### config.mk
export PLATFORM = sky130hd
export DESIGN_NAME = wavegen_engine
export DESIGN_NICKNAME = d
export VERILOG_FILES = /design/src/rtl/wavegen_pkg.sv /design/src/rtl/wavegen_desc_ram.sv /design/src/rtl/wavegen_ready_mux.sv /design/src/rtl/wavegen_seq.sv /design/src/rtl/wavegen_engine.sv
export SDC_FILE = /design/constraint.sdc
export NUM_CORES = 1
export LEC_CHECK = 0
export ABC_AREA = 1
export CORE_ASPECT_RATIO = 0.9
export CORE_MARGIN = 2
export CORE_UTILIZATION = 35
export DETAILED_ROUTE_END_ITERATION = 7
export PLACE_DENSITY_LB_ADDON = 0.25
export SLEW_MARGIN = 10
export SYNTH_ARGS = -nofsm -noshare
export SYNTH_HDL_FRONTEND = slang
export SYNTH_SLANG_ARGS = --single-unit
### constraint.sdc
create_clock -name clk -period 4.3 [get_ports clk]
set_input_delay 0.645 -clock clk [delete_from_list [all_inputs] [get_ports clk]]
set_output_delay 0.645 -clock clk [all_outputs]
set_load 0.05 [all_outputs]
### src/rtl/wavegen_pkg.sv
package wavegen_pkg;
  // opcode byte bit positions
  localparam int OP_DECIDE = 0;
  localparam int OP_OE     = 1;
  localparam int OP_CAP    = 2;
  localparam int OP_POP    = 3;
  localparam int OP_INC    = 4;
  localparam int OP_TAIL   = 5;

  typedef enum logic [1:0] {
    CMB_AND  = 2'd0,
    CMB_OR   = 2'd1,
    CMB_XOR  = 2'd2,
    CMB_PASS = 2'd3
  } combine_e;

  typedef enum logic [1:0] {
    FLG_PROG  = 2'd0,
    FLG_EMPTY = 2'd1,
    FLG_FULL  = 2'd2,
    FLG_OFF   = 2'd3
  } flag_e;

  typedef struct packed {
    logic [7:0] lgc;
    logic [7:0] arg;
    logic [7:0] outs;
    logic [7:0] op;
  } interval_t;
endpackage

### src/rtl/wavegen_desc_ram.sv
module wavegen_desc_ram
  import wavegen_pkg::*;
#(
  parameter int N_INT = 7,
  localparam int IDX_W = $clog2(N_INT + 1),
  localparam int NBYTES = 4 * N_INT,
  localparam int CFG_AW = $clog2(NBYTES)
) (
  input  logic              clk,
  input  logic              rst_n,
  input  logic              lock,
  input  logic              cfg_we,
  input  logic [CFG_AW-1:0] cfg_addr,
  input  logic [7:0]        cfg_wdata,
  input  logic [IDX_W-1:0]  cur_idx,
  output interval_t         cur_iv
);
  logic [7:0] mem [NBYTES];
  logic       we_ok;

  assign we_ok = cfg_we && !lock;

  for (genvar g = 0; g < NBYTES; g++) begin : g_byte
    always_ff @(posedge clk or negedge rst_n) begin
      if (!rst_n) mem[g] <= '0;
      else if (we_ok && cfg_addr == CFG_AW'(g)) mem[g] <= cfg_wdata;
    end
  end

  always_comb begin
    cur_iv = '0;
    for (int i = 0; i < N_INT; i++) begin
      if (cur_idx == IDX_W'(i)) begin
        cur_iv = {mem[4*i+3], mem[4*i+2], mem[4*i+1], mem[4*i]};
      end
    end
  end
endmodule

### src/rtl/wavegen_ready_mux.sv
module wavegen_ready_mux
  import wavegen_pkg::*;
#(
  parameter int RDY_W  = 6,
  parameter int NUM_EP = 4,
  localparam int EP_W  = $clog2(NUM_EP),
  localparam int NSRC  = RDY_W + 2
) (
  input  logic [RDY_W-1:0]    rdy_in,
  input  logic                cpu_rdy,
  input  logic [EP_W-1:0]     ep_sel,
  input  logic [2*NUM_EP-1:0] flag_mode,
  input  logic [NUM_EP-1:0]   ep_empty,
  input  logic [NUM_EP-1:0]   ep_full,
  input  logic [NUM_EP-1:0]   ep_prog,
  input  logic [7:0]          lgc,
  output logic                cond
);
  logic            fifo_flag;
  logic [NSRC-1:0] src;
  logic            a_val, b_val;
  flag_e           mode;
  combine_e        fn;

  always_comb begin
    mode      = FLG_OFF;
    fifo_flag = 1'b0;
    for (int e = 0; e < NUM_EP; e++) begin
      if (ep_sel == EP_W'(e)) begin
        mode = flag_e'(flag_mode[2*e +: 2]);
        unique case (mode)
          FLG_PROG:  fifo_flag = ep_prog[e];
          FLG_EMPTY: fifo_flag = ep_empty[e];
          FLG_FULL:  fifo_flag = ep_full[e];
          default:   fifo_flag = 1'b0;
        endcase
      end
    end
  end

  assign src = {cpu_rdy, fifo_flag, rdy_in};

  always_comb begin
    a_val = 1'b0;
    b_val = 1'b0;
    for (int k = 0; k < NSRC; k++) begin
      if (lgc[2:0] == 3'(k)) a_val = src[k];
      if (lgc[5:3] == 3'(k)) b_val = src[k];
    end
  end

  assign fn = combine_e'(lgc[7:6]);

  always_comb begin
    unique case (fn)
      CMB_AND: cond = a_val & b_val;
      CMB_OR:  cond = a_val | b_val;
      CMB_XOR: cond = a_val ^ b_val;
      default: cond = a_val;
    endcase
  end
endmodule

### src/rtl/wavegen_seq.sv
module wavegen_seq
  import wavegen_pkg::*;
#(
  parameter int CTL_W  = 6,
  parameter int ADDR_W = 9,
  parameter int DATA_W = 16,
  parameter int CNT_W  = 16,
  parameter int N_INT  = 7,
  localparam int IDX_W = $clog2(N_INT + 1)
) (
  input  logic              clk,
  input  logic              rst_n,
  input  logic              go,
  input  logic [CNT_W-1:0]  go_count,
  input  logic [ADDR_W-1:0] go_addr,
  input  interval_t         cur_iv,
  input  logic              cond,
  input  logic [DATA_W-1:0] bus_din,
  input  logic              wr_valid,
  input  logic [DATA_W-1:0] wr_data,
  input  logic              rd_ready,
  output logic [IDX_W-1:0]  cur_idx,
  output logic              busy,
  output logic              done,
  output logic [CTL_W-1:0]  ctl_out,
  output logic [ADDR_W-1:0] addr_out,
  output logic [DATA_W-1:0] bus_dout,
  output logic              bus_oe,
  output logic              wr_ready,
  output logic              rd_valid,
  output logic [DATA_W-1:0] rd_data,
  output logic              rd_last
);
  localparam logic [IDX_W-1:0] IDX_END = IDX_W'(N_INT);

  logic [7:0]       tick;
  logic [CNT_W-1:0] remain;
  logic             active, decide, timer_ok, slot_ok, leave;
  logic [IDX_W-1:0] tgt_raw, target;
  logic             unused_bits;

  assign unused_bits = ^{cur_iv.lgc, cur_iv.op[7:6], cur_iv.outs};

  assign active   = busy && (cur_idx != IDX_END);
  assign decide   = cur_iv.op[OP_DECIDE];
  assign timer_ok = decide || (tick == cur_iv.arg);
  assign slot_ok  = !cur_iv.op[OP_CAP] || !rd_valid;
  assign leave    = active && timer_ok && slot_ok && (!cur_iv.op[OP_POP] || wr_valid);
  assign wr_ready = active && cur_iv.op[OP_POP] && timer_ok && slot_ok;
  assign bus_oe   = active && cur_iv.op[OP_OE];
  assign ctl_out  = active ? cur_iv.outs[CTL_W-1:0] : '0;

  always_comb begin
    if (decide) tgt_raw = cond ? IDX_W'(cur_iv.arg[2:0]) : IDX_W'(cur_iv.arg[5:3]);
    else        tgt_raw = IDX_W'(cur_idx + 1'b1);
    target = (tgt_raw > IDX_END) ? IDX_END : tgt_raw;
  end

  always_ff @(posedge clk or negedge rst_n) begin
    if (!rst_n) begin
      cur_idx  <= IDX_END;
      tick     <= '0;
      remain   <= '0;
      busy     <= 1'b0;
      done     <= 1'b0;
      addr_out <= '0;
      bus_dout <= '0;
      rd_valid <= 1'b0;
      rd_data  <= '0;
      rd_last  <= 1'b0;
    end else begin
      if (rd_valid && rd_ready) rd_valid <= 1'b0;
      if (!busy) begin
        if (go) begin
          busy     <= 1'b1;
          done     <= 1'b0;
          cur_idx  <= '0;
          tick     <= '0;
          remain   <= go_count - 1'b1;
          addr_out <= go_addr;
        end
      end else if (cur_idx == IDX_END) begin
        if (remain == '0) begin
          busy <= 1'b0;
          done <= 1'b1;
        end else begin
          remain  <= remain - 1'b1;
          cur_idx <= '0;
          tick    <= '0;
        end
      end else if (leave) begin
        cur_idx <= target;
        tick    <= '0;
        if (cur_iv.op[OP_INC]) addr_out <= addr_out + 1'b1;
        if (cur_iv.op[OP_POP]) bus_dout <= wr_data;
        if (cur_iv.op[OP_CAP]) begin
          rd_valid <= 1'b1;
          rd_data  <= bus_din;
          rd_last  <= cur_iv.op[OP_TAIL];
        end
      end else if (!timer_ok) begin
        tick <= tick + 1'b1;
      end
    end
  end
endmodule

### src/rtl/wavegen_engine.sv
module wavegen_engine
  import wavegen_pkg::*;
#(
  parameter int CTL_W  = 6,
  parameter int RDY_W  = 6,
  parameter int ADDR_W = 9,
  parameter int DATA_W = 16,
  parameter int CNT_W  = 16,
  parameter int NUM_EP = 4,
  parameter int N_INT  = 7,
  localparam int CFG_AW = $clog2(4 * N_INT),
  localparam int EP_W   = $clog2(NUM_EP)
) (
  input  logic                clk,
  input  logic                rst_n,
  input  logic                cfg_we,
  input  logic [CFG_AW-1:0]   cfg_addr,
  input  logic [7:0]          cfg_wdata,
  input  logic                go,
  input  logic [CNT_W-1:0]    go_count,
  input  logic [ADDR_W-1:0]   go_addr,
  input  logic                cpu_rdy,
  input  logic [RDY_W-1:0]    rdy_in,
  input  logic [EP_W-1:0]     ep_sel,
  input  logic [2*NUM_EP-1:0] flag_mode,
  input  logic [NUM_EP-1:0]   ep_empty,
  input  logic [NUM_EP-1:0]   ep_full,
  input  logic [NUM_EP-1:0]   ep_prog,
  output logic [CTL_W-1:0]    ctl_out,
  output logic [ADDR_W-1:0]   addr_out,
  input  logic [DATA_W-1:0]   bus_din,
  output logic [DATA_W-1:0]   bus_dout,
  output logic                bus_oe,
  input  logic                wr_valid,
  output logic                wr_ready,
  input  logic [DATA_W-1:0]   wr_data,
  output logic                rd_valid,
  input  logic                rd_ready,
  output logic [DATA_W-1:0]   rd_data,
  output logic                rd_last,
  output logic                busy,
  output logic                done
);
  localparam int IDX_W = $clog2(N_INT + 1);

  interval_t        cur_iv;
  logic [IDX_W-1:0] cur_idx;
  logic             cond;

  wavegen_desc_ram #(.N_INT(N_INT)) u_ram (
    .clk(clk), .rst_n(rst_n), .lock(busy), .cfg_we(cfg_we),
    .cfg_addr(cfg_addr), .cfg_wdata(cfg_wdata),
    .cur_idx(cur_idx), .cur_iv(cur_iv)
  );

  wavegen_ready_mux #(.RDY_W(RDY_W), .NUM_EP(NUM_EP)) u_mux (
    .rdy_in(rdy_in), .cpu_rdy(cpu_rdy), .ep_sel(ep_sel), .flag_mode(flag_mode),
    .ep_empty(ep_empty), .ep_full(ep_full), .ep_prog(ep_prog),
    .lgc(cur_iv.lgc), .cond(cond)
  );

  wavegen_seq #(
    .CTL_W(CTL_W), .ADDR_W(ADDR_W), .DATA_W(DATA_W), .CNT_W(CNT_W), .N_INT(N_INT)
  ) u_seq (
    .clk(clk), .rst_n(rst_n), .go(go), .go_count(go_count), .go_addr(go_addr),
    .cur_iv(cur_iv), .cond(cond), .bus_din(bus_din), .wr_valid(wr_valid),
    .wr_data(wr_data), .rd_ready(rd_ready), .cur_idx(cur_idx), .busy(busy),
    .done(done), .ctl_out(ctl_out), .addr_out(addr_out), .bus_dout(bus_dout),
    .bus_oe(bus_oe), .wr_ready(wr_ready), .rd_valid(rd_valid), .rd_data(rd_data),
    .rd_last(rd_last)
  );
endmodule

Yosys cells after proc, flatten, opt, wreduce, memory -nomap -nowiden
Cells that the tools add are included.
Widths: inputs -> output; s select.
{"block": "op_classes", "n_reduce_logical": 64, "n_addsub": 5, "order_cmp": 1, "mux": 69, "eq_ne": 72, "bitwise": 4}
{"operator": "$mux 32", "n": 7}
{"operator": "$mux 16", "n": 4}
{"operator": "$eq 5x5->1 const B", "n": 12}
{"operator": "$mux 8", "n": 6}
{"operator": "$mux 9", "n": 5}
{"operator": "$eq 5x4->1 const B", "n": 8}
{"operator": "$logic_and 1x1->1", "n": 38}
{"operator": "$eq 3x3->1 const B", "n": 12}
{"operator": "$mux 1", "n": 33}
{"operator": "$sub 16x1->16 const B", "n": 2}
{"operator": "$mux 3", "n": 8}
{"operator": "$eq 5x3->1 const B", "n": 4}
{"operator": "$eq 3x2->1 const B", "n": 6}
{"operator": "$logic_not 16->1", "n": 1}
{"operator": "$pmux 1 s3", "n": 5}
{"operator": "$eq 2x2->1 const B", "n": 7}
{"operator": "$eq 2x1->1 const B", "n": 6}
{"operator": "$logic_not 2->1", "n": 6}
{"operator": "$ne 2x2->1 const B", "n": 6}
{"operator": "$reduce_and 3->1", "n": 4}
{"operator": "$reduce_and 4->1", "n": 3}
{"operator": "$eq 5x2->1 const B", "n": 2}
{"operator": "$add 9x1->9 const B", "n": 1}
{"operator": "$eq 3x1->1 const B", "n": 3}
{"operator": "17 further kinds", "n": 26}
{"block": "totals", "inputBits": 105, "word_cells": 253, "output_inout_bits": 53, "register_bits": 296}

Longest topological paths before layout
Gate-level depths: netlist of run 1.
{"block": "logic_depth", "ltp_word": 26, "mapped_depth": 30, "depth_no_buf": 28}

By module
Synthesis of run 1 repeated with hierarchy kept, for this count alone.
{"block": "hier_totals", "cells_unflattened": 1817, "hier_area_um2": 14431.3}
{"mod": "wavegen_desc_ram", "seq_area_each_um2": 5605.4, "instances": 1, "area_per_inst_um2": 9877.0, "cells_each": 1177}
{"mod": "wavegen_seq", "seq_area_each_um2": 1805.5, "instances": 1, "area_per_inst_um2": 4125.2, "cells_each": 551}
{"mod": "wavegen_ready_mux", "seq_area_each_um2": 0.0, "instances": 1, "area_per_inst_um2": 429.2, "cells_each": 89}

Worst setup path after synthesis of run 1
No wires, ideal clock.
{"block": "synth_path", "path_kind": "register to output", "start": "reg u_seq.cur_idx[2]", "end": "out bus_oe", "arrival_ps": 3158, "path_buffers": 5, "required_ps": 3655, "slack_ps": 497, "path_stages_with_launch": 13, "cell_sequence": "dfstp_2 > buf_6 > inv_4 > ha_1 > inv_1 > buf_2 > buf_1 > buf_1 > buf_1 > o211ai_1 > nand3_1 > o21ai_0 > a21oi_1"}
{"block": "synth_via", "elab_chain_len": 9, "elab_cells_between_ends": 17, "cone_classes": "eq/ne: 7; mux: 7; reduce/logical: 3"}
{"item": "start: declaration", "line": "wavegen_seq.sv:22", "rtl": "output logic [IDX_W-1:0] cur_idx,"}
{"item": "start signal: assignment", "line": "wavegen_seq.sv:92", "rtl": "cur_idx <= target;"}
{"item": "$logic_not 3->1", "line": "wavegen_desc_ram.sv:33", "rtl": "if (cur_idx == IDX_W'(i)) begin"}
{"item": "$mux 32 (7 in series)", "line": "wavegen_desc_ram.sv:33"}
{"item": "$logic_and 1x1->1 (*)", "line": "wavegen_seq.sv:50", "rtl": "assign bus_oe = active && cur_iv.op[OP_OE];"}
{"item": "end: declaration", "line": "wavegen_engine.sv:33", "rtl": "output logic bus_oe,"}
Every way passes the cells marked *; elsewhere a longest branch is shown, timed or not.

Final worst setup path of run 1
{"block": "layout_path", "start": "reg u_seq.cur_idx[0]", "end": "out wr_ready"}
{"block": "layout_via", "elab_chain_len": 12, "elab_cells_between_ends": 23, "cone_classes": "eq/ne: 8; mux: 7; reduce/logical: 8"}
{"item": "$logic_not 3->1", "line": "wavegen_desc_ram.sv:33"}
{"item": "$mux 32 (7 in series)", "line": "wavegen_desc_ram.sv:33"}
{"item": "$eq 8x8->1", "line": "wavegen_seq.sv:46", "rtl": "assign timer_ok = decide || (tick == cur_iv.arg);"}
{"item": "$logic_or 1x1->1", "line": "wavegen_seq.sv:46"}
{"item": "$logic_and 1x1->1", "line": "wavegen_seq.sv:49", "rtl": "assign wr_ready = active && cur_iv.op[OP_POP] && timer_ok && slot_ok;"}
{"item": "$logic_and 1x1->1 (*)", "line": "wavegen_seq.sv:49"}
{"item": "end: declaration", "line": "wavegen_engine.sv:35", "rtl": "output logic wr_ready,"}
Marked as above.

==> flow_metrics.tcl, run 1 <==
set metrics [dict create \
    vias_per_cell 4.954 \
    die_y_um 189.9 \
    overflow 0 \
    groute.usage.overall 0.1893 \
    cp_common_cell "nand3_1" \
    path_class "flip-flop to output port" \
    synth_most_common_cell "nand2_1" \
    leakage_nw 7.867 \
    ir_drop_mv 0.5315 \
    cp_top_family "simple AND/OR/NAND/NOR gates" \
    areaGrowthSynthToFinish_pct 23.59 \
    ys_ff_latch 268 \
    synth_area_sq_um 13440 \
    use_met2 0.3055 \
    wl_per_cell_um 15.91 \
    ant_nets 0 \
    start_kind "flip-flop" \
    dp_hpwl_mm 25.09 \
    r2r-start "u_seq.cur_idx[0]$_DFFE_PN1P_" \
    worstSetupEndpoint "wr_ready" \
    cts.clk_slew.worst_paths_ns 0.06 \
    ys.flop_type "dfrtp_1" \
    final_max_slew_viol_count 0 \
    design.portCount 158 \
    hold_viol 0 \
    power-per-cell-area_nw_per_um2 622.5 \
    cts_max_level 1 \
    setup_viol 0 \
    period_minus_slack_ns 4.011 \
    cts-root-buf "clkbuf_16" \
    worst-path-max-fanout 15 \
    async_flop_share 1.000 \
    post-route-period-util 0.9327 \
    core-area_sq_um 38120 \
    hold_slack_ns 0.1326 \
    synth-edff-count 0 \
    path_cells "inv_1 -> ha_2 -> inv_1 -> nor3_2 -> buf_4 -> nand2_1 -> nand3_1 -> o211ai_2 -> nand3_1 -> o211ai_1 -> nand3_1 -> nand2_1 -> nand2_2 -> nand3_2 -> nor2_1 -> buf_12" \
    die_area_sq_um 39990 \
    slew_headroom 0.3148 \
    cp-end-kind "output port" \
    min_path_type "input port to async pin" \
    synthTopCellsByCount "nand2_1 (575), o21ai_0 (277), dfrtp_1 (265), inv_1 (140), nand3_1 (105)" \
    nNetsFinal 1981 \
    rr_worst_depth 25 \
    cts_buffer_depth 3 \
    rsz0062_at_grt "no" \
    timing.rr.end "u_seq.cur_idx[0]$_DFFE_PN1P_" \
    numCtsBuffers 30 \
    place_congestion 0.8641 \
    std_cell_rows 68 \
    synth_top_area_cell "dfrtp_1" \
    synthCells 1736 \
    synth_area_per_cell_sq_um 7.744 \
    max_freq_mhz 249.3 \
    synthTopCellsByArea "dfrtp_1 (49%), nand2_1 (16%), o21ai_0 (10%), inv_1 (3.9%), nand3_1 (3.9%)" \
    port_buffers 157 \
    grt_use_met3 0.02872 \
    drive_gt1_frac 0.07147 \
    yosysTopAreaCellShare 0.4933 \
    grt_max_degree 107 \
    busiest_layer "met2" \
    grtUsageMet1 0.2674 \
    die_w_um 210.6 \
    tightest_slew_ns 1.027 \
    syn_nets 1852 \
    critPathArrivalTime_ns 3.37 \
    grt_pass1_vias 11501 \
    cap_viol_max_count 0 \
    wirelength_mm 37.87 \
    status "completed" \
    vias 11790 \
    cp_data_required_time_ns 3.65 \
    ff2ff_setup_slack_ns 0.65 \
    drc_errors 0 \
    cp_slowest_cell "dfstp_2" \
    clock_skew_ns 0.009267 \
    antenna_found_initial 0 \
    synth_seq_area_share 0.4992 \
    crit_cells 16 \
    grt_pass1_wl_mm 60.91 \
    crit_buf_inv 4 \
    drt-initial-drc-count 995 \
    yosys_warnings 0 \
    start_util 0.3527 \
    synth_cell_types 49 \
    crit_start "u_seq.cur_idx[0]$_DFFE_PN1P_" \
    cts_tree "built" \
    drt_pass1_iterations 5 \
    clock_sinks 268 \
    critical_path.max_stage_delay_ns 0.39 \
    finalSetupTns_ns 0 \
    clkLatencyLatePin_ns 0.56 \
    fillerInstances 3819 \
]
## how the worst min path moves through the flow
stage,cells after the start,endpoint,from
2_1_floorplan,0,u_ram.mem[0]$_DFFE_PN0P_,rst_n
3_3_place_gp,2,u_ram.mem[21]$_DFFE_PN0P_,u_ram.mem[21]$_DFFE_PN0P_
3_5_place_dp,2,u_ram.mem[53]$_DFFE_PN0P_,u_ram.mem[53]$_DFFE_PN0P_
4_1_cts,1,u_ram.mem[102]$_DFFE_PN0P_,rst_n
5_1_grt,1,u_ram.mem[96]$_DFFE_PN0P_,rst_n
6_report,1,u_ram.mem[96]$_DFFE_PN0P_,rst_n
## cell type report
type	count	area [sq um]	area share
multi-input cells	1230	5757	0.3465
clock inverters	13	148.9	0.008962
well taps	490	613.1	0.03690
clock buffers	43	890.9	0.05362
diodes	1	2.502	0.0001506
repair buffers	190	1941	0.1168
flip-flops and latches	268	6710	0.4039
inverters	145	550.5	0.03314
## flip-flops by register name (all words and copies together), names as in the netlist
signal,cells
u_seq.rd_valid,1
u_ram.mem,196
u_seq.rd_last,1
u_seq.bus_dout,16
u_seq.tick,8
u_seq.cur_idx,3
u_seq.addr_out,9
u_seq.done,1
u_seq.rd_data,16
u_seq.remain,16
u_seq.busy,1
## power breakdown
part | leakage, nW | internal [W] | switching, W | total [W]
sequential | 3.62 | 0.00285 | 0.000217 | 0.00307
clock | 0.513 | 0.00162 | 0.00107 | 0.00269
combinational | 3.74 | 0.00157 | 0.00301 | 0.00459
total | 7.87 | 0.00604 | 0.00430 | 0.0103
## stage by stage
step / setup slack (ns) / power, W / instances / util / cell area [sq um]
2_1_floorplan: 0.4968 / 0.006192 / 1736 / - / 13440
3_3_place_gp: 0.6740 / 0.007565 / 2316 / 0.4065 / 15490
3_5_place_dp: 0.5384 / 0.007622 / 2316 / 0.4065 / 15490
4_1_cts: 0.02554 / 0.01036 / 2372 / 0.4338 / 16530
5_1_grt: 0.02619 / 0.01100 / 2379 / 0.4358 / 16610
6_report: 0.2893 / 0.01034 / 2380 / 0.4359 / 16610
## worst reg2reg max path, stage by stage, from the launching register on
cell	delay, ns
dfstp_2	0.56
inv_1	0.08
ha_1	0.22
nand2_2	0.11
buf_12	0.23
nand3_1	0.12
o21ai_0	0.08
nand2_1	0.07
o211ai_1	0.10
nand3_1	0.09
o211ai_1	0.23
nand2_1	0.20
nand2_1	0.10
nand3_1	0.07
nand3b_1	0.10
nand2_1	0.12
inv_1	0.08
ha_1	0.23
nand3_1	0.10
nand2_1	0.07
nor2_2	0.23
nand3_1	0.12
nand3_1	0.10
nand2_1	0.05
nand2_1	0.06
nand2_1	0.06
## repair_timing
action	in CTS	in global routing
setup buffers	0	7
hold buffers	0	0
endpoints found under the setup margin	0	1
resized for setup	0	7
## cells in the final DEF (no fill, tap or decap), drive strengths merged, types with 16 or more instances in the layout
master,synthesis,layout
inv,144,144
xor2,16,16
clkbuf,61,43
nand3,106,106
nand2,579,579
nand4,17,17
buf,32,42
nor2,93,93
o211ai,17,17
clkdlybuf4s50,0,148
dfrtp,265,265
o21ai,317,317
## kinds of logic after synthesis
logic type | Yosys count | share of synthesized area
fa+ha+maj | 11 | 0.01024
compound gates | 372 | 0.1495
buf+inv | 238 | 0.07334
xor+xnor | 19 | 0.01238
simple gates | 827 | 0.2547
mux | 1 | 0.0007446
flops | 268 | 0.4992
## layer usage
layer,routed length [um],vias to the layer above
li1,-,5873
met4,780,0
met1,18100,5570
met5,0,-
met2,17040,293
met3,1951,54
Note: power is estimated with default switching activity, not from simulation.
==> run 2: changes to the inputs <==
HOLD_SLACK_MARGIN = 0.02   (was default)
REMOVE_ABC_BUFFERS = 1   (was default)
==> flow_metrics.tcl, run 2 (synthesis results as in run 1) <==
set metrics [dict create \
    status "completed" \
    layout_common_cells "nand2_1 (575), o21ai_0 (277), dfrtp_1 (265), clkdlybuf4s50_1 (148), inv_1 (138)" \
    cap_viol_max_count 0 \
    cp_common_cell "nand2_1" \
    grt_pass1_wl_mm 61.88 \
    clkPwrFrac 0.270 \
    r2r-start "u_seq.cur_idx[0]$_DFFE_PN1P_" \
    final_max_slew_viol_count 0 \
    wl_per_cell_um 15.73 \
    port_buffers 157 \
    critPathArrivalTime_ns 3.46 \
    fin_ws_ns 0.1984 \
    dp_hpwl_mm 25.19 \
    start_util 0.3527 \
    finalSetupTns_ns 0 \
    slew_headroom 0.2075 \
    grt_pass1_vias 11642 \
    vias 11692 \
    groute.usage.overall 0.1914 \
    critical_path.max_stage_delay_ns 0.56 \
    design_area_sq_um 16630 \
    clkLatencyLatePin_ns 0.58 \
    nNetsFinal 1981 \
    comb_power_share 0.435 \
    place_congestion 0.8463 \
    p_switching_w 0.004293 \
    die_w_um 210.6 \
    core-area_sq_um 38120 \
    wirelength_mm 37.44 \
    setup_viol 0 \
    clock_sinks 268 \
    clock_skew_ns 0.01350 \
    drt-initial-drc-count 819 \
    overflow 0 \
    rr_worst_depth 24 \
    dp_slack_ns 0.5026 \
    drc_errors 0 \
    design.portCount 158 \
    leakage_nw 7.877 \
    ff2ff_setup_slack_ns 0.46 \
    cp-end-kind "output port" \
    worstSetupEndpoint "wr_ready" \
    cts_buffer_depth 3 \
    tightest_slew_ns 1.187 \
    pwr-share-seq 0.294 \
    ant_nets 0 \
    top_register "u_ram.mem" \
    drive_gt1_frac 0.07090 \
    cp_data_required_time_ns 3.65 \
    intPower_w 0.006134 \
    start_kind "flip-flop" \
    min_path_type "input port to async pin" \
    rsz0062_at_grt "no" \
    numCtsBuffers 31 \
    cts.clk_slew.worst_paths_ns 0.06 \
    placed_cell_area_sq_um 15480 \
    vias_per_cell 4.913 \
    post-route-period-util 0.9539 \
    die_y_um 189.9 \
    p_total_w 0.01043 \
    die_area_sq_um 39990 \
    cts-root-buf "clkbuf_16" \
    areaGrowthSynthToFinish_pct 23.71 \
    layout_commonest_cell "nand2_1" \
    cts_max_level 1 \
    n_antenna_cell 0 \
    cp_slowest_cell "dfstp_2" \
    max_freq_mhz 243.8 \
    ir_drop_mv 0.4549 \
    power-per-cell-area_nw_per_um2 627.0 \
    grt_max_degree 103 \
    worst-path-max-fanout 23 \
    drt_pass1_iterations 5 \
    timing.rr.end "u_seq.cur_idx[1]$_DFFE_PN1P_" \
    cts_tree "built" \
    hold_viol 0 \
    largest_reg_flops 196 \
    crit_start "u_seq.cur_idx[0]$_DFFE_PN1P_" \
    switching_share 0.4117 \
    period_minus_slack_ns 4.102 \
    path_cells "inv_1 -> ha_1 -> nand2_4 -> buf_4 -> or2_1 -> nand3_1 -> nand2_1 -> nand2_1 -> nand2_1 -> nand2_1 -> nand2_1 -> nand3_1 -> nor2_1 -> nand2_1 -> nand2_2 -> nand3_2 -> nor2_2 -> buf_12" \
    cts_hold_buf 0 \
    std_cell_rows 68 \
    antenna_found_initial 0 \
    path_class "flip-flop to output port" \
]
-- run 2: changes by cell type in the layout (fill, tap and decap cells not counted), moves of 2 or more --
cell | previous run | this run
buf_6 | 3 | 1
buf_4 | 28 | 31
clkbuf_8 | 7 | 3
clkbuf_1 | 5 | 8
buf_12 | 10 | 8
bufinv_16 | 3 | 6
-- run 2: worst min-delay path by stage --
stage,startpoint,end,cells after the start
after floorplan,rst_n,u_ram.mem[0]$_DFFE_PN0P_,0
after global placement,u_ram.mem[141]$_DFFE_PN0P_,u_ram.mem[141]$_DFFE_PN0P_,2
after detailed placement,u_ram.mem[130]$_DFFE_PN0P_,u_ram.mem[130]$_DFFE_PN0P_,2
after CTS,rst_n,u_seq.addr_out[4]$_DFFE_PN0P_,1
after global routing,rst_n,u_seq.addr_out[4]$_DFFE_PN0P_,1
final,rst_n,u_seq.addr_out[4]$_DFFE_PN0P_,1
-- run 2: timing repair --
action	CTS	global route
resized for setup	2	6
buffers inserted	2	3
setup endpoints to repair	1	2
pin swaps	0	1
-- run 2: final cells by class --
class | count | area, sq um
Clock buffer | 42 | 847.1
Clock inverter | 16 | 237.7
Fill cell | 3841 | 21490
Inverter | 145 | 554.3
Multi-Input combinational cell | 1230 | 5767
Sequential cell | 268 | 6710
Tap cell | 490 | 613.1
Timing Repair Buffer | 189 | 1901
-- run 2: worst max-delay path, delay by kind of cell, from the launching register on --
family | cells | cell delay, ns
adder cells (fa/ha/maj) | 1 | 0.25
AND/OR/NAND/NOR | 14 | 1.59
buffers and inverters | 3 | 0.47
flip-flops | 1 | 0.56
-- run 2: power groups by stage --
stage | Sequential [W] | Clock, W | Combinational (W)
final | 0.00307 | 0.00282 | 0.00454
after global placement | 0.00310 | 0 | 0.00445
after CTS | 0.00307 | 0.00289 | 0.00453
after global routing | 0.00312 | 0.00298 | 0.00503
after floorplan | 0.00373 | 0 | 0.00230
after detailed placement | 0.00310 | 0 | 0.00449
-- run 2: metal layers --
layer,track usage,up-vias,share of wire,wire length (um)
met5,0,-,0,0
met3,0.02971,60,0.040,1505
met4,0.05146,0,0.023,856
met1,0.2679,5540,0.47,17780
li1,-,5870,-,-
met2,0.3096,222,0.46,17290
-- run 2: through the flow --
stage	utilization	std cells	hold slack, ns
2_1_floorplan	-	1643	0.3494
3_3_place_gp	0.4060	2317	0.4585
3_5_place_dp	0.4060	2317	0.4682
4_1_cts	0.4350	2377	0.1255
5_1_grt	0.4363	2380	0.1657
6_report	0.4363	2380	0.08681
==> run 3: changes to the inputs <==
CORE_MARGIN = 1   (was 2)
==> flow_metrics.tcl, run 3 (synthesis results as in run 1) <==
set metrics [dict create \
    path_cells "inv_1 -> ha_2 -> nand2_4 -> clkinvlp_4 -> nor2_1 -> nand2_1 -> nand2_1 -> nand2_1 -> nand2_1 -> nand2_1 -> nand2_1 -> nand2_1 -> nor2_1 -> nand2_1 -> nand2_2 -> nand3_2 -> nor2_4 -> buf_12" \
    finalSetupTns_ns 0 \
    status "completed" \
    fillerInstances 3728 \
    cts_buffer_depth 3 \
    period_minus_slack_ns 4.025 \
    power-per-cell-area_nw_per_um2 628.4 \
    stdcell_count 2368 \
    die_y_um 187.9 \
    design_area_sq_um 16630 \
    post-route-period-util 0.9360 \
    grt_max_degree 101 \
    largest_reg_flops 196 \
    layout_common_cells "nand2_1 (575), o21ai_0 (277), dfrtp_1 (265), clkdlybuf4s50_1 (148), inv_1 (138)" \
    grt_pass1_vias 11622 \
    top_register "u_ram.mem" \
    layout_commonest_cell "nand2_1" \
    port_buffers 157 \
    dp_hpwl_mm 25.25 \
    cp-end-kind "output port" \
    cap_viol_max_count 0 \
    start_util 0.3579 \
    path_class "flip-flop to output port" \
    start_kind "flip-flop" \
    critPathArrivalTime_ns 3.38 \
    cts_hold_buf 0 \
    drt-initial-drc-count 817 \
    groute.usage.overall 0.1938 \
    cts_max_level 1 \
    areaGrowthSynthToFinish_pct 23.70 \
    min_path_type "input port to async pin" \
    cp_slowest_cell "dfstp_2" \
    antenna_found_initial 0 \
    grt_pass1_wl_mm 62.29 \
    cts_tree "built" \
    wirelength_mm 37.71 \
    cts.clk_slew.worst_paths_ns 0.06 \
    vias_per_cell 4.986 \
    nNetsFinal 1977 \
    cts-root-buf "clkbuf_16" \
    n_antenna_cell 0 \
    cp_common_cell "nand2_1" \
    vias 11806 \
    max_freq_mhz 248.4 \
    clock_sinks 268 \
    drt_pass1_iterations 6 \
    die_w_um 208.6 \
    slew_headroom 0.2364 \
    drc_errors 0 \
    clkLatencyLatePin_ns 0.56 \
    critical_path.max_stage_delay_ns 0.57 \
    leakage_nw 7.869 \
    numCtsBuffers 31 \
    ir_drop_mv 0.4955 \
    placed_cell_area_sq_um 15470 \
    ant_nets 0 \
    std_cell_rows 67 \
    setup_viol 0 \
    place_congestion 0.9370 \
    design.portCount 158 \
    drive_gt1_frac 0.06950 \
    cp_data_required_time_ns 3.65 \
    tightest_slew_ns 1.144 \
    wl_per_cell_um 15.92 \
    clock_skew_ns 0.01494 \
    die_area_sq_um 39200 \
    final_max_slew_viol_count 0 \
    worst-path-max-fanout 13 \
    rsz0062_at_grt "no" \
    place_inst 2306 \
    core-area_sq_um 37560 \
    hold_viol 0 \
    overflow 0 \
]
==> run 3: repair_timing <==
action | CTS | global route
buffers inserted | 0 | 5
setup endpoints to repair | 0 | 1
resized for setup | 0 | 10
endpoints found under the hold margin | 0 | 0
==> run 3: area by class of cell <==
class                      count  area [sq um]  area share
clock inverter                13         193.9     0.01166
multi-input combinational   1230          5769      0.3470
clock buffer                  44         884.6     0.05320
inverter                     145         554.3     0.03333
timing repair buffer         185          1912      0.1150
tap                          483         604.3     0.03634
sequential                   268          6710      0.4035
==> run 3: report_power, final <==
group / switching [W] / internal [W]
clock network: 0.00107 / 0.00172
logic: 0.00303 / 0.00155
registers: 0.000229 / 0.00285
==> run 3: worst max-delay path, delay by kind of cell, from the launching register on <==
family,cells,cell delay (ns)
flops,1,0.57
buf+inv,3,0.54
fa+ha+maj,1,0.29
simple gates,14,1.43
==> run 3: final timing paths <==
path	startpoint	end	slack [ns]	cells after the start
max in group asynchronous	rst_n	u_seq.bus_dout[9]$_DFFE_PN0P_	3.15	2
worst max register to register	u_seq.cur_idx[0]$_DFFE_PN1P_	u_seq.cur_idx[2]$_DFFE_PN1P_	0.53	24
worst min-delay path	rst_n	u_ram.mem[65]$_DFFE_PN0P_	0.13	1
worst min register to register	u_ram.mem[24]$_DFFE_PN0P_	u_ram.mem[24]$_DFFE_PN0P_	0.47	2
worst max-delay path	u_seq.cur_idx[0]$_DFFE_PN1P_	wr_ready	0.28	18
min in group clk	u_ram.mem[24]$_DFFE_PN0P_	u_ram.mem[24]$_DFFE_PN0P_	0.47	2
==> run 3: metal layers <==
metal  global-route usage  share of wire  up-vias
met1               0.2739           0.47     5652
met3              0.02629          0.046       48
met4              0.04525          0.021        0
met2               0.3144           0.46      244
li1                     -              -     5862
met5                    0              0        -
==> run 3: per-stage QoR <==
| step | hold WS, ns | worst slack, ns | power (W) | util |
|---|---|---|---|---|
| 2_1_floorplan | 0.3494 | 0.3463 | 0.006025 | - |
| 5_1_grt | 0.2017 | 0.004008 | 0.01112 | 0.4428 |
| 4_1_cts | 0.1759 | 0.008081 | 0.01047 | 0.4408 |
| 3_5_place_dp | 0.4654 | 0.5005 | 0.007632 | 0.4120 |
| 6_report | 0.1315 | 0.2750 | 0.01045 | 0.4428 |
| 3_3_place_gp | 0.4618 | 0.5624 | 0.007572 | 0.4120 |
